`src/rtl/hall_pkg.sv`:
```
package hall_pkg;

    // Leg drive code: bit 0 closes the high side, bit 1 closes the low side.
    typedef enum logic [1:0] {
        LEG_FLOAT = 2'b00,
        LEG_HIGH  = 2'b01,
        LEG_LOW   = 2'b10
    } leg_t;

    typedef enum logic [1:0] {
        MODE_OFF   = 2'b00,
        MODE_BRAKE = 2'b01,
        MODE_RUN   = 2'b10
    } mode_t;

    localparam int unsigned NUM_LEGS = 3;

    function automatic leg_t leg_swap(input leg_t l);
        unique case (l)
            LEG_HIGH: return LEG_LOW;
            LEG_LOW:  return LEG_HIGH;
            default:  return LEG_FLOAT;
        endcase
    endfunction

endpackage

```
`src/rtl/hall_sync.sv`:
```
module hall_sync #(
    parameter int unsigned WIDTH  = 3,
    parameter int unsigned STAGES = 2
) (
    input  logic             clk,
    input  logic             rst_n,
    input  logic [WIDTH-1:0] async_i,
    output logic [WIDTH-1:0] sync_o
);

    logic [WIDTH-1:0] stage_q [STAGES];

    generate
        for (genvar s = 0; s < STAGES; s++) begin : g_stage
            if (s == 0) begin : g_first
                always_ff @(posedge clk or negedge rst_n) begin
                    if (!rst_n) stage_q[0] <= '0;
                    else        stage_q[0] <= async_i;
                end
            end else begin : g_next
                always_ff @(posedge clk or negedge rst_n) begin
                    if (!rst_n) stage_q[s] <= '0;
                    else        stage_q[s] <= stage_q[s-1];
                end
            end
        end
    endgenerate

    assign sync_o = stage_q[STAGES-1];

endmodule

```
`src/rtl/drive_mode_fsm.sv`:
```
module drive_mode_fsm
    import hall_pkg::*;
(
    input  logic  clk,
    input  logic  rst_n,
    input  logic  drv_en,
    input  logic  brake_n,
    output mode_t mode_o,
    output logic  is_off,
    output logic  is_brake,
    output logic  is_run
);

    mode_t state_q, state_d;

    // Next state: enable outranks brake, brake outranks running.
    always_comb begin
        state_d = state_q;
        unique case (state_q)
            MODE_OFF: begin
                if (drv_en && !brake_n)     state_d = MODE_BRAKE;  // to_brake
                else if (drv_en)            state_d = MODE_RUN;    // to_run
            end
            MODE_BRAKE: begin
                if (!drv_en)                state_d = MODE_OFF;    // to_off
                else if (brake_n)           state_d = MODE_RUN;    // to_run
            end
            MODE_RUN: begin
                if (!drv_en)                state_d = MODE_OFF;    // to_off
                else if (!brake_n)          state_d = MODE_BRAKE;  // to_brake
            end
            default:                        state_d = MODE_OFF;
        endcase
    end

    always_ff @(posedge clk or negedge rst_n) begin
        if (!rst_n) state_q <= MODE_OFF;
        else        state_q <= state_d;
    end

    always_comb begin
        is_off   = 1'b0;
        is_brake = 1'b0;
        is_run   = 1'b0;
        unique case (state_q)
            MODE_BRAKE: is_brake = 1'b1;
            MODE_RUN:   is_run   = 1'b1;
            default:    is_off   = 1'b1;
        endcase
    end

    assign mode_o = state_q;

    p_enable_wins_r6: assert property (@(posedge clk) disable iff (!rst_n)
        !drv_en |=> (state_q == MODE_OFF));

    p_brake_next_r5: assert property (@(posedge clk) disable iff (!rst_n)
        (drv_en && !brake_n) |=> (state_q == MODE_BRAKE));

    p_one_mode_r6: assert property (@(posedge clk) disable iff (!rst_n)
        $countones({is_off, is_brake, is_run}) == 1);

endmodule

```
`src/rtl/hall_decode.sv`:
```
module hall_decode
    import hall_pkg::*;
(
    input  logic [2:0] code_i,   // {H1, H2, H3}
    input  logic       fwd_i,
    output leg_t       leg_o [NUM_LEGS]
);

    leg_t fwd_leg [NUM_LEGS];

    // Forward table; 111 and 000 fill the gaps left by the other spacing.
    always_comb begin
        unique case (code_i)
            3'b100: begin fwd_leg[0] = LEG_HIGH;  fwd_leg[1] = LEG_FLOAT; fwd_leg[2] = LEG_LOW;   end
            3'b110: begin fwd_leg[0] = LEG_FLOAT; fwd_leg[1] = LEG_HIGH;  fwd_leg[2] = LEG_LOW;   end
            3'b010,
            3'b111: begin fwd_leg[0] = LEG_LOW;   fwd_leg[1] = LEG_HIGH;  fwd_leg[2] = LEG_FLOAT; end
            3'b011: begin fwd_leg[0] = LEG_LOW;   fwd_leg[1] = LEG_FLOAT; fwd_leg[2] = LEG_HIGH;  end
            3'b001: begin fwd_leg[0] = LEG_FLOAT; fwd_leg[1] = LEG_LOW;   fwd_leg[2] = LEG_HIGH;  end
            default: begin fwd_leg[0] = LEG_HIGH; fwd_leg[1] = LEG_LOW;   fwd_leg[2] = LEG_FLOAT; end
        endcase
    end

    generate
        for (genvar k = 0; k < NUM_LEGS; k++) begin : g_dir
            assign leg_o[k] = fwd_i ? fwd_leg[k] : leg_swap(fwd_leg[k]);
        end
    endgenerate

endmodule

```
`src/rtl/hall_commutator.sv`:
```
module hall_commutator
    import hall_pkg::*;
#(
    parameter int unsigned SYNC_STAGES = 2
) (
    input  logic       clk,
    input  logic       rst_n,
    input  logic       hall_a,
    input  logic       hall_b,
    input  logic       hall_c,
    input  logic       fwd,
    input  logic       brake_n,
    input  logic       drv_en,
    output logic [5:0] drive_o,
    output logic [2:0] sink_o
);

    localparam int unsigned DRV_W = 2 * NUM_LEGS;

    logic [2:0]       hall_s;
    mode_t            mode;
    logic             is_off, is_brake, is_run;
    leg_t             dec_leg [NUM_LEGS];
    logic [DRV_W-1:0] drive_d, drive_q;
    logic [NUM_LEGS-1:0] sink_d, sink_q, active;

    hall_sync #(.WIDTH(3), .STAGES(SYNC_STAGES)) u_sync (
        .clk     (clk),
        .rst_n   (rst_n),
        .async_i ({hall_a, hall_b, hall_c}),
        .sync_o  (hall_s)
    );

    drive_mode_fsm u_mode (
        .clk      (clk),
        .rst_n    (rst_n),
        .drv_en   (drv_en),
        .brake_n  (brake_n),
        .mode_o   (mode),
        .is_off   (is_off),
        .is_brake (is_brake),
        .is_run   (is_run)
    );

    hall_decode u_dec (
        .code_i (hall_s),
        .fwd_i  (fwd),
        .leg_o  (dec_leg)
    );

    generate
        for (genvar k = 0; k < NUM_LEGS; k++) begin : g_leg
            always_comb begin
                unique case (mode)
                    MODE_RUN:   drive_d[2*k +: 2] = dec_leg[k];
                    MODE_BRAKE: drive_d[2*k +: 2] = LEG_HIGH;
                    default:    drive_d[2*k +: 2] = LEG_FLOAT;
                endcase
                sink_d[k] = (mode == MODE_RUN) && (dec_leg[k] == LEG_LOW);
            end
            assign active[k] = |drive_q[2*k +: 2];

            p_no_short_r9: assert property (@(posedge clk) disable iff (!rst_n)
                drive_q[2*k +: 2] != 2'b11);
        end
    endgenerate

    always_ff @(posedge clk or negedge rst_n) begin
        if (!rst_n) begin
            drive_q <= '0;
            sink_q  <= '0;
        end else begin
            drive_q <= drive_d;
            sink_q  <= sink_d;
        end
    end

    assign drive_o = drive_q;
    assign sink_o  = sink_q;

    p_off_float_r6: assert property (@(posedge clk) disable iff (!rst_n)
        is_off |=> (drive_o == '0 && sink_o == '0));

    p_brake_high_r5: assert property (@(posedge clk) disable iff (!rst_n)
        is_brake |=> (drive_o == 6'b010101 && sink_o == '0));

    p_two_active_r9: assert property (@(posedge clk) disable iff (!rst_n)
        is_run |=> ($countones(active) == 2));

    p_sink_onehot_r8: assert property (@(posedge clk) disable iff (!rst_n)
        $onehot0(sink_o));

endmodule

```
`config.mk`:
```
export PLATFORM = sky130hd
export DESIGN_NAME = hall_commutator
export DESIGN_NICKNAME = d
export VERILOG_FILES = /design/src/rtl/hall_pkg.sv /design/src/rtl/hall_sync.sv /design/src/rtl/drive_mode_fsm.sv /design/src/rtl/hall_decode.sv /design/src/rtl/hall_commutator.sv
export SDC_FILE = /design/constraint.sdc
export NUM_CORES = 1
export LEC_CHECK = 0
export ABC_AREA = 1
export BUFFER_PORTS_ARGS = -buffer_cell sky130_fd_sc_hd__buf_4
export CAP_MARGIN = 20
export CORE_MARGIN = 5
export CORE_UTILIZATION = 55
export CTS_BUF_LIST = sky130_fd_sc_hd__clkbuf_16
export DETAILED_ROUTE_END_ITERATION = 12
export GPL_TIMING_DRIVEN = 0
export PLACE_DENSITY_LB_ADDON = 0.05
export SLEW_MARGIN = 25
export SYNTH_ARGS = -nofsm -noshare
export SYNTH_HDL_FRONTEND = slang
export SYNTH_HIERARCHICAL = 1
export SYNTH_SLANG_ARGS = --single-unit
```
`constraint.sdc`:
```
create_clock -name clk -period 2 [get_ports clk]
set_input_delay 0.2 -clock clk [delete_from_list [all_inputs] [get_ports clk]]
set_output_delay 0.2 -clock clk [all_outputs]
set_load 0.1 [all_outputs]
```
==> flow_summary.ini <==
[die]
rows = 13
start_util_pct = 60.15
core_mm2 = 0.001350
die_area_mm2 = 0.002345
die_h_um = 48.43
die_w_um = 48.43
design.portCount = 17

[global_route]
gr-total-overflow = 0
grt_pass1_vias = 601
grt_pass1_wl_um = 2421
grt_max_degree = 18
grt_antenna_before_repair = 0
grt_use_total_pct = 13.05

[power_and_ir_drop]
p_int_mw = 0.8260
power_frac_seq_pct = 30.9
power_density_mw_per_mm2 = 1392
power_frac_comb_pct = 42.9
p_leak_nw = 0.5714
p_clk_share_pct = 26.2
irDropWorstVdd_mv = 0.8276
switching_share_pct = 42.95
switching_power_mw = 0.6218

[timing]
rsz0062_at_grt = false
max_freq_mhz = 808.8
tightest_slew_ns = 0.2796
period_share_pct = 61.82
relSlewSlack_pct = 81.51
skew_ns = 0.001292
setup_tns_ns = 0
finalHoldViolations = 0
hold_ws_ns = 0.06372
final-max-slew-violation-count = 0
timing.final.crit_period_ns = 1.236
final-setup-viol-count = 0

[cts]
cts-buffers-inserted = 3
h-tree-depth = 1
root_buffer = clkbuf_16
clkLatencyLatePin_ns = 0.24
clockBufferDepth = 2
clkTransAtPathRegs_ns = 0.05
cts_tree = done
cts_sinks = 17

[route]
routed_wl_um = 1334
vias = 617
first_iter_violations = 12
wl_per_cell_um = 10.59
firstDrtPassIters = 4
ant_nets = 0
via_per_inst = 4.897
detail_route.drc_violations = 0

[place]
place_inst = 121
io_buffers = 16
place_congestion = 0.8187
hpwl_um = 987.1
placed_area_um2 = 950.9

[finish]
n_antenna_cell = 0
fin_area_mm2 = 0.001040
drive_gt1_share_pct = 27.03
nFillCells = 95
nNetsFinal = 127
fin_cells = 126
syn2layout_area_growth_pct = 28.04

[worst_setup_path]
required_ns = 2.12
critPathArrivalTime_ns = 1.36
end_kind = register
start_kind = register
crit_fanout = 7
path_class = register to register

[synthesis]
synthCells = 90
syn_avg_cell_area_um2 = 9.023
syn-cell-area_um2 = 812.0
ys_warn_count = 6
synth_fp_nets = 105

[worst_hold_path]
hp-class = primary input to register

[flow_run]
max-cap-violations = 0

[outcome]
status = finished, final reports clean
-- through the flow --
stage | setup slack (ns) | util, % | power [mW]
2_1_floorplan | 0.9164 | - | 0.9373
3_3_place_gp | 0.8303 | 70.44 | 1.061
4_1_cts | 0.7479 | 77.02 | 1.464
3_5_place_dp | 0.8002 | 70.44 | 1.076
6_report | 0.7636 | 77.02 | 1.448
5_1_grt | 0.6351 | 77.02 | 1.532
-- per-layer routing --
| layer | wire length [um] | share of wire, % | vias to the layer above | track usage [%] |
|---|---|---|---|---|
| met1 | 514 | 39 | 282 | 12.77 |
| li1 | - | - | 317 | - |
| met4 | 11 | 0.82 | 0 | 4.147 |
| met2 | 700 | 52 | 16 | 23.91 |
| met5 | 0 | 0 | - | 0 |
| met3 | 108 | 8.1 | 2 | 5.810 |
-- timing repair --
action	in CTS	in global routing
hold endpoints to repair	17	0
resized for setup	0	0
hold buffers	1	0
buffers inserted	0	0
-- critical path, cell delays in order, from the launching register on --
cell     delay (ns)
dfrtp_1        0.46
inv_1          0.09
ha_1           0.21
nand2_1        0.09
nand3_2        0.11
nand2_1        0.09
o21ai_1        0.07
-- worst paths after layout --
check / endpoint / cells after the start / slack (ns) / startpoint
min in group asynchronous: sink_o[1] / 2 / 0.35 / rst_n
worst min register to register: u_sync/sync_o[0] / 0 / 0.34 / u_sync/stage_q[3]
worst max register to register: u_mode/mode_o[0] / 6 / 0.76 / u_mode/mode_o[1]
max in group asynchronous: u_sync/sync_o[0] / 2 / 1.47 / rst_n
worst max-delay path: u_mode/mode_o[0] / 6 / 0.76 / u_mode/mode_o[1]
worst min-delay path: u_sync/stage_q[3] / 1 / 0.06 / hall_c
-- cell usage in the layout (no fill, tap or decap), types with 3 or more instances in the layout --
master and instances:
a21oi_1 3, buf_4 19, clkbuf_16 3, dfrtp_1 17, ha_1 7, inv_1 11, inv_2 3, nand2_1 22
nand2_2 3, nand3_1 8, nor2_1 6, o21ai_1 5
-- final cells by class --
| type | count | area (um^2) | area share (%) |
|---|---|---|---|
| well taps | 15 | 18.77 | 1.805 |
| flip-flops and latches | 17 | 425.4 | 40.91 |
| multi-input cells | 57 | 315.3 | 30.32 |
| clock buffers | 3 | 75.07 | 7.220 |
| plain buffers | 3 | 22.52 | 2.166 |
| clock inverters | 1 | 3.754 | 0.3610 |
| repair buffers | 17 | 130.1 | 12.52 |
| inverters | 13 | 48.80 | 4.693 |
-- sequential cells by signal (all words and copies together), names as in the netlist --
name	cells
u_sync/stage_q	3
u_mode/mode_o	2
sink_o	3
u_sync/sync_o	3
drive_o	6
-- power groups by stage --
stage          registers, mW  clock network (mW)  logic, mW
2_1_floorplan          0.721                   0      0.216
3_3_place_gp           0.450                   0      0.610
3_5_place_dp           0.454                   0      0.621
4_1_cts                0.449               0.387      0.628
5_1_grt                0.458               0.404      0.670
6_report               0.447               0.379      0.622
(Power assumes the default switching activity.)
